==> src/rtl/mlc_pkg.sv <==
package mlc_pkg;
  typedef enum logic {
    DIR_UP   = 1'b0,
    DIR_DOWN = 1'b1
  } tri_dir_e;
endpackage

==> src/rtl/mlc_carrier.sv <==
// Shared triangle counter plus valley capture of reference and peak.
module mlc_carrier #(
  parameter int CNT_W = 8,
  parameter int REF_W = 10
) (
  input  logic             clk,
  input  logic             rst,
  input  logic             en_i,
  input  logic [CNT_W-1:0] period_i,
  input  logic [REF_W-1:0] ref_i,
  output logic [CNT_W-1:0] cnt_o,
  output logic [REF_W-1:0] ref_q_o,
  output logic [CNT_W-1:0] per_q_o
);
  import mlc_pkg::*;

  tri_dir_e dir_q;

  always_ff @(posedge clk) begin
    if (rst) begin
      cnt_o   <= '0;
      dir_q   <= DIR_UP;
      ref_q_o <= '0;
      per_q_o <= '0;
    end else if (!en_i) begin
      cnt_o <= '0;
      dir_q <= DIR_UP;
    end else begin
      // capture only at the valley
      if (cnt_o == '0) begin
        ref_q_o <= ref_i;
        per_q_o <= period_i;
      end
      if (dir_q == DIR_UP) begin
        if (cnt_o < per_q_o) begin
          cnt_o <= cnt_o + 1'b1;
        end else begin
          dir_q <= DIR_DOWN;
          cnt_o <= (cnt_o == '0) ? '0 : cnt_o - 1'b1;
        end
      end else begin
        if (cnt_o == '0) begin
          dir_q <= DIR_UP;
          cnt_o <= (per_q_o != '0) ? CNT_W'(1) : '0;
        end else begin
          cnt_o <= cnt_o - 1'b1;
        end
      end
    end
  end
endmodule

==> src/rtl/mlc_level.sv <==
// Per-band compare and level count.
module mlc_level #(
  parameter int M_LEVELS = 4,
  parameter int CNT_W    = 8,
  parameter int REF_W    = 10,
  parameter int LVL_W    = 2
) (
  input  logic             clk,
  input  logic             rst,
  input  logic             en_i,
  input  logic [CNT_W-1:0] cnt_i,
  input  logic [CNT_W-1:0] per_i,
  input  logic [REF_W-1:0] ref_i,
  output logic [LVL_W-1:0] lvl_o,
  output logic             act_o
);
  localparam int BANDS = M_LEVELS - 1;
  localparam int CW    = REF_W + 1;

  logic [BANDS-1:0] below;
  logic [LVL_W-1:0] lvl_d;

  for (genvar j = 0; j < BANDS; j++) begin : g_band
    logic [CW-1:0] carrier;
    assign carrier  = CW'(j) * CW'(per_i) + CW'(cnt_i);
    assign below[j] = carrier < CW'(ref_i);
  end

  always_comb begin
    lvl_d = '0;
    for (int j = 0; j < BANDS; j++) begin
      lvl_d = lvl_d + LVL_W'(below[j]);
    end
  end

  always_ff @(posedge clk) begin
    if (rst) begin
      lvl_o <= '0;
      act_o <= 1'b0;
    end else begin
      lvl_o <= en_i ? lvl_d : '0;
      act_o <= en_i;
    end
  end
endmodule

==> src/rtl/mlc_deadtime.sv <==
// One switch: immediate turn-off, delayed turn-on.
module mlc_deadtime #(
  parameter int DT_W = 4
) (
  input  logic            clk,
  input  logic            rst,
  input  logic            want_i,
  input  logic [DT_W-1:0] dt_i,
  output logic            gate_o
);
  logic [DT_W-1:0] tmr_q;

  always_ff @(posedge clk) begin
    if (rst) begin
      tmr_q  <= '0;
      gate_o <= 1'b0;
    end else if (!want_i) begin
      tmr_q  <= dt_i;
      gate_o <= 1'b0;
    end else if (tmr_q != '0) begin
      tmr_q  <= tmr_q - 1'b1;
      gate_o <= 1'b0;
    end else begin
      gate_o <= 1'b1;
    end
  end
endmodule

==> src/rtl/mlc_modulator.sv <==
module mlc_modulator #(
  parameter  int M_LEVELS = 4,
  parameter  int CNT_W    = 8,
  parameter  int DT_W     = 4,
  localparam int REF_W    = CNT_W + 2,
  localparam int NSW      = 2 * (M_LEVELS - 1),
  localparam int LVL_W    = $clog2(M_LEVELS)
) (
  input  logic             clk,
  input  logic             rst,
  input  logic             en_i,
  input  logic [CNT_W-1:0] period_i,
  input  logic [REF_W-1:0] ref_i,
  input  logic [DT_W-1:0]  deadtime_i,
  output logic [NSW-1:0]   gate_o
);
  logic [CNT_W-1:0] cnt;
  logic [REF_W-1:0] ref_q;
  logic [CNT_W-1:0] per_q;
  logic [LVL_W-1:0] lvl_q;
  logic             act_q;
  logic [NSW-1:0]   want_d;
  logic [NSW-1:0]   want_q;

  mlc_carrier #(.CNT_W(CNT_W), .REF_W(REF_W)) u_carrier (
    .clk(clk), .rst(rst), .en_i(en_i), .period_i(period_i), .ref_i(ref_i),
    .cnt_o(cnt), .ref_q_o(ref_q), .per_q_o(per_q)
  );

  mlc_level #(.M_LEVELS(M_LEVELS), .CNT_W(CNT_W), .REF_W(REF_W), .LVL_W(LVL_W)) u_level (
    .clk(clk), .rst(rst), .en_i(en_i), .cnt_i(cnt), .per_i(per_q), .ref_i(ref_q),
    .lvl_o(lvl_q), .act_o(act_q)
  );

  for (genvar i = 0; i < NSW; i++) begin : g_sw
    always_comb begin
      want_d[i] = act_q && (i >= int'(lvl_q)) && (i < int'(lvl_q) + M_LEVELS - 1);
    end

    mlc_deadtime #(.DT_W(DT_W)) u_dt (
      .clk(clk), .rst(rst), .want_i(want_q[i]), .dt_i(deadtime_i), .gate_o(gate_o[i])
    );
  end

  always_ff @(posedge clk) begin
    if (rst) want_q <= '0;
    else     want_q <= want_d;
  end
endmodule

==> config.mk <==
export PLATFORM = sky130hd
export DESIGN_NAME = mlc_modulator
export DESIGN_NICKNAME = d
export VERILOG_FILES = /design/src/rtl/mlc_pkg.sv /design/src/rtl/mlc_carrier.sv /design/src/rtl/mlc_level.sv /design/src/rtl/mlc_deadtime.sv /design/src/rtl/mlc_modulator.sv
export SDC_FILE = /design/constraint.sdc
export NUM_CORES = 1
export LEC_CHECK = 0
export BUFFER_PORTS_ARGS = -buffer_cell sky130_fd_sc_hd__buf_4
export CAP_MARGIN = 20
export CORE_ASPECT_RATIO = 0.6
export CORE_MARGIN = 10
export CORE_UTILIZATION = 40
export DETAILED_ROUTE_END_ITERATION = 10
export PLACE_DENSITY = 0.65
export SLEW_MARGIN = 15
export SYNTH_ARGS = -nofsm -noshare
export SYNTH_HDL_FRONTEND = slang
export SYNTH_SLANG_ARGS = --single-unit
==> constraint.sdc <==
create_clock -name clk -period 6.91 [get_ports clk]
set_clock_uncertainty 0.2 [all_clocks]
set_input_delay 0.691 -clock clk [delete_from_list [all_inputs] [get_ports clk]]
set_output_delay 0.691 -clock clk [all_outputs]
set_load 0.01 [all_outputs]
==> results of run 1 <==
## power breakdown
group          leakage, nW  internal [mW]  switching, mW
Combinational         1.46          0.553          0.784
Sequential           0.543          0.462          0.115
Clock                0.160          0.319          0.182
Total                 2.16           1.33           1.08
## cell type report
| cell class | instances | area (µm²) |
|---|---|---|
| well taps | 139 | 173.9 |
| inverters | 46 | 172.7 |
| repair buffers | 31 | 232.7 |
| clock buffers | 9 | 225.2 |
| clock inverters | 7 | 100.1 |
| multi-input cells | 384 | 2730 |
| fillers | 1026 | 5639 |
| flip-flops and latches | 66 | 1321 |
## per-layer routing
metal / up-vias / GRT usage / share of wire
met3: 11 / 0.04731 / 0.080
met1: 1682 / 0.1991 / 0.54
met2: 109 / 0.1910 / 0.37
li1: 1858 / - / -
met5: - / 0 / 0
met4: 0 / 0.04338 / 0.012
## how the worst max path moves through the flow
stage                                        from                     endpoint  slack (ns)  cells after the start
floorplan           u_carrier.cnt_o[1]$_SDFF_PP0_  u_level.lvl_o[0]$_SDFF_PP0_        3.49                     15
global placement    u_carrier.cnt_o[2]$_SDFF_PP0_  u_level.lvl_o[0]$_SDFF_PP0_        3.28                     14
detailed placement  u_carrier.cnt_o[2]$_SDFF_PP0_  u_level.lvl_o[0]$_SDFF_PP0_        3.14                     14
CTS                 u_carrier.cnt_o[1]$_SDFF_PP0_  u_level.lvl_o[0]$_SDFF_PP0_        3.09                     15
global route        u_carrier.cnt_o[2]$_SDFF_PP0_  u_level.lvl_o[0]$_SDFF_PP0_        2.75                     14
finish              u_carrier.cnt_o[1]$_SDFF_PP0_  u_level.lvl_o[0]$_SDFF_PP0_        3.05                     15
## worst max-delay path: stages, from the launching register on
cell and delay (ns):
dfxtp_1 0.53, ha_1 0.28, inv_1 0.07, fa_1 0.40, nor2b_1 0.12, o21ai_0 0.10, a21boi_0 0.33, o21a_1 0.16
nor2_1 0.05, xnor2_1 0.16, ha_1 0.25, o21a_1 0.18, a21o_1 0.17, a21oi_1 0.19, fa_1 0.43, and2_1 0.14
## registers in the layout, indices dropped and copies added (netlist names)
register / flops
g_sw.u_dt.gate_o: 6
g_sw.u_dt.tmr_q: 24
u_carrier.cnt_o: 8
u_carrier.dir_q: 1
u_carrier.per_q_o: 8
u_carrier.ref_q_o: 10
u_level.act_o: 1
u_level.lvl_o: 2
want_q: 6
## logic make-up (layout without fill, tap and decap cells)
| family | after synthesis | in the layout | share of synthesized area |
|---|---|---|---|
| DFF | 66 | 66 | 0.3033 |
| muxes | 14 | 14 | 0.03274 |
| buffers and inverters | 72 | 93 | 0.07007 |
| AOI/OAI and AO/OA | 105 | 105 | 0.1559 |
| xor gates and xnor gates | 17 | 17 | 0.03418 |
| adders and majority gates | 63 | 63 | 0.1861 |
| and+or+nand+nor | 185 | 185 | 0.2177 |
## synthesized netlist by cell type, drive strengths merged (5+ instances only)
| master | count |
|---|---|
| buf | 9 |
| a21oi | 40 |
| mux2i | 12 |
| nand3 | 31 |
| nor2 | 40 |
| or3 | 7 |
| inv | 46 |
| o21ai | 12 |
| a21o | 12 |
| nand2b | 10 |
| nand2 | 41 |
| a211oi | 12 |
| nor3 | 16 |
| nand4 | 5 |
| ha | 60 |
| xnor2 | 14 |
| nor3b | 7 |
| clkbuf | 17 |
| dfxtp | 66 |
| and3b | 8 |
==> impl_metrics.xml, run 1 <==
<?xml version="1.0" encoding="UTF-8"?>
<metrics>
  <group name="yosys">
    <metric name="synth.top_cells.by_area" unit="">dfxtp_1 (30%), ha_1 (17%), a21oi_1 (4.6%)</metric>
    <metric name="seq_area_frac_synth" unit="">0.3033</metric>
    <metric name="post_synth_instance_area" unit="µm²">4357</metric>
    <metric name="synth_area_leader_cell" unit="">dfxtp_1</metric>
    <metric name="synth_warnings" unit="">0</metric>
    <metric name="syn-instance-count" unit="">522</metric>
    <metric name="ys_async_sr_fraction" unit="">0</metric>
    <metric name="postSynthNetCount" unit="">610</metric>
    <metric name="synthDistinctLibCells" unit="">50</metric>
    <metric name="avgSynthCellArea" unit="µm²">8.346</metric>
    <metric name="synth_edf_count" unit="">0</metric>
    <metric name="synth_seq_cells" unit="">66</metric>
    <metric name="yosysTopAreaCellShare" unit="">0.3033</metric>
    <metric name="synth_flop_cell" unit="">dfxtp_1</metric>
  </group>
  <group name="clocking">
    <metric name="cts-resized-gates" unit="">0</metric>
    <metric name="worstSkewPairLatency" unit="ns">0.34</metric>
    <metric name="post_cts_buffers" unit="">0</metric>
    <metric name="clock_path_buffers" unit="">2</metric>
    <metric name="htreeDepth" unit="">3</metric>
    <metric name="post_cts_hold_buffer_count" unit="">0</metric>
    <metric name="cts_tree" unit="">yes</metric>
    <metric name="cts_buffers" unit="">9</metric>
    <metric name="clk_pin_slew" unit="ns">0.06</metric>
    <metric name="cts.sinks" unit="">66</metric>
    <metric name="ctsRootBufferMaster" unit="">clkbuf_16</metric>
  </group>
  <group name="placement">
    <metric name="place_hpwl" unit="µm">7876</metric>
    <metric name="dpl.cell_count" unit="">666</metric>
    <metric name="postPlaceCellArea" unit="µm²">4631</metric>
    <metric name="gp_congestion" unit="">0.9201</metric>
    <metric name="port_buffers" unit="">30</metric>
    <metric name="placement.setup.worst_slack" unit="ns">3.145</metric>
  </group>
  <group name="timing">
    <metric name="timing.slew.headroom" unit="">0.5311</metric>
    <metric name="min_period_over_period" unit="">0.5588</metric>
    <metric name="final_hold_viol_count" unit="">0</metric>
    <metric name="fin_ws" unit="ns">3.049</metric>
    <metric name="period_minus_slack" unit="ns">3.861</metric>
    <metric name="grt_setup_unrepaired" unit="">false</metric>
    <metric name="worst-slew-pin-transition" unit="ns">0.7016</metric>
    <metric name="fmax" unit="MHz">259.0</metric>
    <metric name="finalSetupViolCount" unit="">0</metric>
    <metric name="timing.setup.tns" unit="ns">0</metric>
    <metric name="worst_slack_on_hold_paths" unit="ns">0.2544</metric>
    <metric name="maxSlewViolCount" unit="">0</metric>
  </group>
  <group name="setup_path">
    <metric name="critical_path.endpoint_type" unit="">flip-flop</metric>
    <metric name="timing.setup.critical_path_class" unit="">flip-flop to flip-flop</metric>
    <metric name="worstSetupStartpointType" unit="">flip-flop</metric>
    <metric name="critical_path_required" unit="ns">6.95</metric>
    <metric name="cp.arrival" unit="ns">3.90</metric>
    <metric name="r2r-start" unit="">u_carrier.cnt_o[1]$_SDFF_PP0_</metric>
    <metric name="reg2reg_to" unit="">u_level.lvl_o[0]$_SDFF_PP0_</metric>
    <metric name="worst_r2r_path_depth" unit="">15</metric>
    <metric name="crit_path_max_fanout" unit="">9</metric>
    <metric name="flop2flop_setup_slack" unit="ns">3.05</metric>
  </group>
  <group name="cells_and_area">
    <metric name="finalInstanceArea" unit="µm²">4956</metric>
    <metric name="num_antenna_cells" unit="">0</metric>
    <metric name="areaGrowthSynthToFinish" unit="%">13.76</metric>
    <metric name="mostFrequentLayoutCell" unit="">dfxtp_1</metric>
    <metric name="final_cells" unit="">682</metric>
    <metric name="drive_above_1_share" unit="">0.1013</metric>
    <metric name="final_net_count" unit="">626</metric>
    <metric name="mostFrequentLayoutCells" unit="">dfxtp_1 (66), ha_1 (60), inv_1 (46)</metric>
    <metric name="utilization" unit="">0.4678</metric>
  </group>
  <group name="worst_hold_path">
    <metric name="worst_hold_startpoint" unit="">u_carrier.ref_q_o[9]$_SDFFE_PP0P_</metric>
    <metric name="worst_hold_path_type" unit="">flip-flop to flip-flop</metric>
    <metric name="worstHoldPathCells" unit="">2</metric>
    <metric name="holdPathEnd" unit="">u_carrier.ref_q_o[9]$_SDFFE_PP0P_</metric>
  </group>
  <group name="global_route">
    <metric name="grt_usage" unit="">0.1398</metric>
    <metric name="first_global_vias" unit="">3540</metric>
    <metric name="grt_first_pass_wirelength" unit="µm">17730</metric>
    <metric name="pin_count_of_the_biggest_net_entering_global_routing" unit="">52</metric>
    <metric name="grt_overflow" unit="">0</metric>
    <metric name="antenna_found_initial" unit="">0</metric>
  </group>
  <group name="floorplan">
    <metric name="placement_rows" unit="">29</metric>
    <metric name="floorplan.initialDensity" unit="">0.4112</metric>
    <metric name="floorplan.io_pins" unit="">31</metric>
    <metric name="fp.coreArea" unit="µm²">10600</metric>
    <metric name="floorplan.die.width" unit="µm">154.7</metric>
    <metric name="die_height" unit="µm">100.8</metric>
    <metric name="floorplan.die_area" unit="µm²">15600</metric>
  </group>
  <group name="routing">
    <metric name="detail_route.drc_violations" unit="">0</metric>
    <metric name="ant_nets" unit="">0</metric>
    <metric name="drt-initial-drc-count" unit="">287</metric>
    <metric name="wl_per_cell" unit="µm">15.43</metric>
    <metric name="dr_total_vias" unit="">3660</metric>
    <metric name="detail_route.first_pass.iterations" unit="">5</metric>
    <metric name="finalWirelength" unit="µm">10520</metric>
    <metric name="viasPerCell" unit="">5.367</metric>
  </group>
  <group name="pwr">
    <metric name="p_per_area" unit="nW/µm²">487.2</metric>
    <metric name="vdd_drop_max" unit="mV">0.2003</metric>
    <metric name="total_power" unit="mW">2.415</metric>
    <metric name="p_leak" unit="nW">2.160</metric>
  </group>
  <group name="job">
    <metric name="timing.max_cap.violations" unit="">0</metric>
  </group>
  <group name="run_status">
    <metric name="run_status" unit="">finished clean</metric>
  </group>
</metrics>
Note: power is estimated with default switching activity, not from simulation.
==> inputs of run 2 (changes only) <==
- PLACE_DENSITY: 0.65 -> 0.67
- clock period: 6.91 -> 3.1 ns (I/O delays scaled with it)
==> impl_metrics.xml, run 2 (synthesis gave the netlist of run 1 again) <==
<?xml version="1.0" encoding="UTF-8"?>
<metrics>
  <group name="run_status">
    <metric name="run_status" unit="">finished, violations left</metric>
    <metric name="violations" unit="">setup timing</metric>
  </group>
  <group name="clocking">
    <metric name="worstSkewPairLatency" unit="ns">0.34</metric>
    <metric name="post_cts_hold_buffer_count" unit="">0</metric>
    <metric name="cts_buffers" unit="">9</metric>
    <metric name="clock_path_buffers" unit="">2</metric>
    <metric name="clk_pin_slew" unit="ns">0.06</metric>
    <metric name="cts.sinks" unit="">66</metric>
    <metric name="ctsRootBufferMaster" unit="">clkbuf_16</metric>
    <metric name="cts_tree" unit="">yes</metric>
    <metric name="htreeDepth" unit="">3</metric>
  </group>
  <group name="floorplan">
    <metric name="floorplan.initialDensity" unit="">0.4112</metric>
    <metric name="placement_rows" unit="">29</metric>
    <metric name="floorplan.die_area" unit="µm²">15600</metric>
    <metric name="fp.coreArea" unit="µm²">10600</metric>
    <metric name="floorplan.die.width" unit="µm">154.7</metric>
    <metric name="die_height" unit="µm">100.8</metric>
    <metric name="floorplan.io_pins" unit="">31</metric>
  </group>
  <group name="setup_path">
    <metric name="timing.critical_path.depth" unit="">15</metric>
    <metric name="timing.setup.critical_path_class" unit="">flip-flop to flip-flop</metric>
    <metric name="crit_path_end" unit="">u_level.lvl_o[0]$_SDFF_PP0_</metric>
    <metric name="critical_path.endpoint_type" unit="">flip-flop</metric>
    <metric name="critPathMaxStageDelay" unit="ns">0.40</metric>
    <metric name="flop2flop_setup_slack" unit="ns">-0.24</metric>
    <metric name="crit_path_max_fanout" unit="">3</metric>
    <metric name="timing.critical_path.buf_inv" unit="">1</metric>
    <metric name="r2r-start" unit="">u_carrier.per_q_o[0]$_SDFFE_PP0P_</metric>
    <metric name="worst_setup_path_startpoint" unit="">u_carrier.per_q_o[0]$_SDFFE_PP0P_</metric>
    <metric name="reg2reg_to" unit="">u_level.lvl_o[0]$_SDFF_PP0_</metric>
    <metric name="cp_slowest_cell" unit="">fa_1</metric>
    <metric name="critPathTopFamily" unit="">adder cells</metric>
    <metric name="worstSetupStartpointType" unit="">flip-flop</metric>
    <metric name="worst_r2r_path_depth" unit="">15</metric>
    <metric name="critical_path_required" unit="ns">3.13</metric>
    <metric name="timing.critical_path.cells" unit="">ha_4 -&gt; inv_2 -&gt; fa_2 -&gt; o21bai_1 -&gt; a21oi_2 -&gt; o21bai_1 -&gt; a21oi_2 -&gt; xor2_1 -&gt; ha_1 -&gt; a21oi_1 -&gt; o221ai_2 -&gt; a21o_1 -&gt; nand2_2 -&gt; fa_1 -&gt; and2_1</metric>
    <metric name="cp.arrival" unit="ns">3.37</metric>
  </group>
  <group name="routing">
    <metric name="ant_nets" unit="">0</metric>
    <metric name="viasPerCell" unit="">5.322</metric>
    <metric name="finalWirelength" unit="µm">11150</metric>
    <metric name="drt-initial-drc-count" unit="">337</metric>
    <metric name="dr_total_vias" unit="">3805</metric>
    <metric name="wl_per_cell" unit="µm">15.60</metric>
    <metric name="detail_route.drc_violations" unit="">0</metric>
    <metric name="detail_route.first_pass.iterations" unit="">5</metric>
  </group>
  <group name="timing">
    <metric name="maxSlewViolCount" unit="">0</metric>
    <metric name="fin_ws" unit="ns">-0.2372</metric>
    <metric name="grt_setup_unrepaired" unit="">true</metric>
    <metric name="timing.slew.headroom" unit="">0.5079</metric>
    <metric name="period_minus_slack" unit="ns">3.337</metric>
    <metric name="finalSetupViolCount" unit="">2</metric>
    <metric name="fmax" unit="MHz">299.7</metric>
    <metric name="worst-slew-pin-transition" unit="ns">0.7364</metric>
    <metric name="final_hold_viol_count" unit="">0</metric>
    <metric name="timing.setup.tns" unit="ns">-0.3221</metric>
    <metric name="min_period_over_period" unit="">1.077</metric>
  </group>
  <group name="pwr">
    <metric name="p_leak" unit="nW">2.327</metric>
    <metric name="p_per_area" unit="nW/µm²">1082</metric>
    <metric name="vdd_drop_max" unit="mV">0.7194</metric>
  </group>
  <group name="global_route">
    <metric name="grt_first_pass_wirelength" unit="µm">18460</metric>
    <metric name="grt_usage" unit="">0.1452</metric>
    <metric name="pin_count_of_the_biggest_net_entering_global_routing" unit="">52</metric>
    <metric name="grt_overflow" unit="">0</metric>
    <metric name="antenna_found_initial" unit="">0</metric>
    <metric name="first_global_vias" unit="">3669</metric>
  </group>
  <group name="cells_and_area">
    <metric name="biggestRegsByFlops" unit="">g_sw.u_dt.tmr_q (24), u_carrier.ref_q_o (10)</metric>
    <metric name="areaGrowthSynthToFinish" unit="%">20.91</metric>
    <metric name="mostFrequentLayoutCells" unit="">buf_4 (65), dfxtp_1 (60), ha_1 (58)</metric>
    <metric name="num_antenna_cells" unit="">0</metric>
    <metric name="top_register" unit="">g_sw.u_dt.tmr_q</metric>
    <metric name="seqCellArea" unit="µm²">1336</metric>
    <metric name="mostFrequentLayoutCell" unit="">buf_4</metric>
    <metric name="largest_register_ffs" unit="">24</metric>
    <metric name="final_net_count" unit="">660</metric>
    <metric name="final.fill_count" unit="">983</metric>
    <metric name="finalInstanceArea" unit="µm²">5268</metric>
    <metric name="drive_above_1_share" unit="">0.1962</metric>
    <metric name="multi_input_comb_area" unit="µm²">2804</metric>
  </group>
  <group name="placement">
    <metric name="postPlaceCellArea" unit="µm²">4925</metric>
    <metric name="port_buffers" unit="">30</metric>
    <metric name="gp_congestion" unit="">0.9488</metric>
    <metric name="place_hpwl" unit="µm">8605</metric>
  </group>
  <group name="worst_hold_path">
    <metric name="worst_hold_path_type" unit="">input pin to flip-flop</metric>
  </group>
  <group name="job">
    <metric name="timing.max_cap.violations" unit="">0</metric>
  </group>
</metrics>
-- run 2: cell count changes in the layout (fill, tap and decap cells not counted), sizes merged --
cell      delta
buf         +34
inv          -1
bufinv       -1
clkinv       -1
clkinvlp     +1
clkbuf       +1
-- run 2: area by class of cell --
class / count / area share
multi-input cells: 384 / 0.5323
flip-flops and latches: 66 / 0.2537
repair buffers: 65 / 0.09264
clock buffers: 10 / 0.04537
well taps: 139 / 0.03302
inverters: 46 / 0.03278
clock inverters: 5 / 0.01021
-- run 2: layer usage --
metal  global-route usage  up-vias  share of wire
met3              0.05200       13          0.079
met4              0.03326        0         0.0091
met5                    0        -              0
met1               0.2127     1754           0.53
met2               0.1933      114           0.38
li1                     -     1924              -
-- run 2: worst reg2reg max path, delay by kind of cell, from the launching register on --
| family | cells | cell delay (ns) |
|---|---|---|
| and+or+nand+nor | 2 | 0.20 |
| buffers and inverters | 1 | 0.04 |
| adders and majority gates | 4 | 1.22 |
| AOI/OAI and AO/OA | 7 | 1.05 |
| xor gates and xnor gates | 1 | 0.16 |
| DFF | 1 | 0.38 |
-- run 2: per-stage QoR --
stage	power, mW	utilization	std cells	worst slack [ns]	hold WS (ns)
2_1_floorplan	3.550	-	522	-0.06016	0.2363
3_3_place_gp	4.436	0.4648	699	-0.1525	0.2449
3_5_place_dp	4.561	0.4648	699	-0.2707	0.2535
4_1_cts	5.619	0.4936	714	-0.2552	0.02790
5_1_grt	6.228	0.4972	715	-0.4198	0.02741
6_report	5.699	0.4972	715	-0.2372	0.03186
-- run 2: worst min path at each step --
stage,startpoint,to,cells after the start
6_report,ref_i[9],u_carrier.ref_q_o[9]$_SDFFE_PP0P_,3
5_1_grt,ref_i[9],u_carrier.ref_q_o[9]$_SDFFE_PP0P_,3
4_1_cts,period_i[5],u_carrier.per_q_o[5]$_SDFFE_PP0P_,3
3_5_place_dp,u_carrier.ref_q_o[6]$_SDFFE_PP0P_,u_carrier.ref_q_o[6]$_SDFFE_PP0P_,2
3_3_place_gp,u_carrier.ref_q_o[8]$_SDFFE_PP0P_,u_carrier.ref_q_o[8]$_SDFFE_PP0P_,2
2_1_floorplan,u_carrier.ref_q_o[1]$_SDFFE_PP0P_,u_carrier.ref_q_o[1]$_SDFFE_PP0P_,2
-- run 2: what timing repair did --
action                                  CTS  global route
pin swaps                                 4            12
buffers inserted                          0             1
endpoints found under the setup margin    2             2
resized for setup                         6             8
-- run 2: report_power, final --
group / internal, mW / switching [mW] / leakage (nW) / total, mW
Combinational: 1.51 / 1.96 / 1.64 / 3.47
Clock: 0.637 / 0.378 / 0.145 / 1.01
Sequential: 1.04 / 0.176 / 0.546 / 1.22
Total: 3.18 / 2.52 / 2.33 / 5.70
==> inputs of run 3 (changes only) <==
- SKIP_CTS_REPAIR_TIMING: not set -> 1
==> impl_metrics.xml, run 3 (synthesis gave the netlist of run 1 again) <==
<?xml version="1.0" encoding="UTF-8"?>
<metrics>
  <group name="cells_and_area">
    <metric name="mostFrequentLayoutCell" unit="">buf_4</metric>
    <metric name="largest_register_ffs" unit="">24</metric>
    <metric name="num_antenna_cells" unit="">0</metric>
    <metric name="final.fill_count" unit="">976</metric>
    <metric name="multi_input_comb_area" unit="µm²">2834</metric>
    <metric name="mostFrequentLayoutCells" unit="">buf_4 (66), dfxtp_1 (61), ha_1 (56)</metric>
    <metric name="biggestRegsByFlops" unit="">g_sw.u_dt.tmr_q (24), u_carrier.ref_q_o (10)</metric>
    <metric name="drive_above_1_share" unit="">0.2003</metric>
    <metric name="top_register" unit="">g_sw.u_dt.tmr_q</metric>
    <metric name="seqCellArea" unit="µm²">1335</metric>
    <metric name="final_net_count" unit="">663</metric>
    <metric name="areaGrowthSynthToFinish" unit="%">22.26</metric>
    <metric name="utilization" unit="">0.5027</metric>
    <metric name="finalInstanceArea" unit="µm²">5326</metric>
  </group>
  <group name="clocking">
    <metric name="htreeDepth" unit="">3</metric>
    <metric name="worstSkewPairLatency" unit="ns">0.34</metric>
    <metric name="cts.sinks" unit="">66</metric>
    <metric name="ctsRootBufferMaster" unit="">clkbuf_16</metric>
    <metric name="cts_buffers" unit="">9</metric>
    <metric name="clock_path_buffers" unit="">2</metric>
    <metric name="cts_tree" unit="">yes</metric>
    <metric name="clk_pin_slew" unit="ns">0.06</metric>
  </group>
  <group name="routing">
    <metric name="detail_route.drc_violations" unit="">0</metric>
    <metric name="dr_total_vias" unit="">3848</metric>
    <metric name="wl_per_cell" unit="µm">15.76</metric>
    <metric name="ant_nets" unit="">0</metric>
    <metric name="drt-initial-drc-count" unit="">338</metric>
    <metric name="finalWirelength" unit="µm">11320</metric>
    <metric name="viasPerCell" unit="">5.359</metric>
    <metric name="detail_route.first_pass.iterations" unit="">5</metric>
  </group>
  <group name="setup_path">
    <metric name="critical_path.endpoint_type" unit="">flip-flop</metric>
    <metric name="crit_path_max_fanout" unit="">3</metric>
    <metric name="critical_path_required" unit="ns">3.13</metric>
    <metric name="timing.setup.critical_path_class" unit="">flip-flop to flip-flop</metric>
    <metric name="worstSetupStartpointType" unit="">flip-flop</metric>
    <metric name="cp.arrival" unit="ns">3.36</metric>
  </group>
  <group name="worst_hold_path">
    <metric name="worst_hold_path_type" unit="">input pin to flip-flop</metric>
  </group>
  <group name="timing">
    <metric name="grt_setup_unrepaired" unit="">true</metric>
    <metric name="timing.setup.tns" unit="ns">-0.3659</metric>
    <metric name="timing.slew.headroom" unit="">0.5216</metric>
    <metric name="maxSlewViolCount" unit="">0</metric>
    <metric name="fin_ws" unit="ns">-0.2291</metric>
    <metric name="period_minus_slack" unit="ns">3.329</metric>
    <metric name="worst_slack_on_hold_paths" unit="ns">0.03180</metric>
    <metric name="fmax" unit="MHz">300.4</metric>
    <metric name="finalSetupViolCount" unit="">2</metric>
    <metric name="final_hold_viol_count" unit="">0</metric>
    <metric name="worst-slew-pin-transition" unit="ns">0.7159</metric>
    <metric name="min_period_over_period" unit="">1.074</metric>
  </group>
  <group name="global_route">
    <metric name="pin_count_of_the_biggest_net_entering_global_routing" unit="">52</metric>
    <metric name="first_global_vias" unit="">3666</metric>
    <metric name="grt_usage" unit="">0.1451</metric>
    <metric name="antenna_found_initial" unit="">0</metric>
    <metric name="grt_overflow" unit="">0</metric>
    <metric name="grt_first_pass_wirelength" unit="µm">18440</metric>
  </group>
  <group name="pwr">
    <metric name="vdd_drop_max" unit="mV">0.7264</metric>
    <metric name="p_leak" unit="nW">2.338</metric>
    <metric name="total_power" unit="mW">5.778</metric>
    <metric name="p_per_area" unit="nW/µm²">1085</metric>
  </group>
  <group name="floorplan">
    <metric name="floorplan.io_pins" unit="">31</metric>
    <metric name="floorplan.die_area" unit="µm²">15600</metric>
    <metric name="fp.coreArea" unit="µm²">10600</metric>
    <metric name="floorplan.die.width" unit="µm">154.7</metric>
    <metric name="floorplan.initialDensity" unit="">0.4112</metric>
    <metric name="die_height" unit="µm">100.8</metric>
    <metric name="placement_rows" unit="">29</metric>
  </group>
  <group name="placement">
    <metric name="gp_congestion" unit="">0.9488</metric>
    <metric name="place_hpwl" unit="µm">8605</metric>
    <metric name="postPlaceCellArea" unit="µm²">4925</metric>
    <metric name="port_buffers" unit="">30</metric>
  </group>
  <group name="run_status">
    <metric name="violations" unit="">setup timing</metric>
    <metric name="run_status" unit="">finished, violations left</metric>
  </group>
  <group name="job">
    <metric name="timing.max_cap.violations" unit="">0</metric>
  </group>
</metrics>
==> run 3: worst paths after layout <==
kind | start | slack [ns] | endpoint | depth (start not counted)
max | u_carrier.per_q_o[0]$_SDFFE_PP0P_ | -0.23 | u_level.lvl_o[0]$_SDFF_PP0_ | 15
min | ref_i[9] | 0.03 | u_carrier.ref_q_o[9]$_SDFFE_PP0P_ | 3
max reg2reg | u_carrier.per_q_o[0]$_SDFFE_PP0P_ | -0.23 | u_level.lvl_o[0]$_SDFF_PP0_ | 15
min reg2reg | u_carrier.ref_q_o[9]$_SDFFE_PP0P_ | 0.26 | u_carrier.ref_q_o[9]$_SDFFE_PP0P_ | 2
==> run 3: where the power goes <==
part / switching, mW / internal, mW
clock network: 0.381 / 0.637
registers: 0.177 / 1.04
logic: 2.02 / 1.53
==> run 3: metrics by stage <==
stage               instances  setup slack [ns]
floorplan                 522          -0.06016
finish                    718           -0.2291
detailed placement        699           -0.2707
global route              718           -0.4085
global placement          699           -0.1525
CTS                       714           -0.2887
==> run 3: layout make-up <==
type                            count  share of cell area
Tap cell                          139             0.03265
Inverter                           46             0.03242
Clock inverter                      5             0.01010
Multi-Input combinational cell    384              0.5321
Sequential cell                    66              0.2506
Clock buffer                       10             0.04487
Timing Repair Buffer               68             0.09725
==> run 3: worst max-delay path, cell delays in order, from the launching register on <==
cell,delay [ns]
dfxtp_4,0.38
ha_4,0.15
inv_1,0.05
fa_2,0.34
nor2b_2,0.14
o21ai_2,0.09
a21boi_2,0.16
o21a_1,0.12
nor2_1,0.05
xnor2_1,0.19
ha_1,0.26
o21a_1,0.19
a21o_1,0.17
a21oi_2,0.17
fa_1,0.42
and2_1,0.14
==> run 3: metal layers <==
metal | up-vias | GRT usage | wire (µm)
met3 | 11 | 0.05200 | 873
met5 | - | 0 | 0
met4 | 0 | 0.03326 | 101
met1 | 1787 | 0.2124 | 5984
li1 | 1931 | - | -
met2 | 119 | 0.1933 | 4357
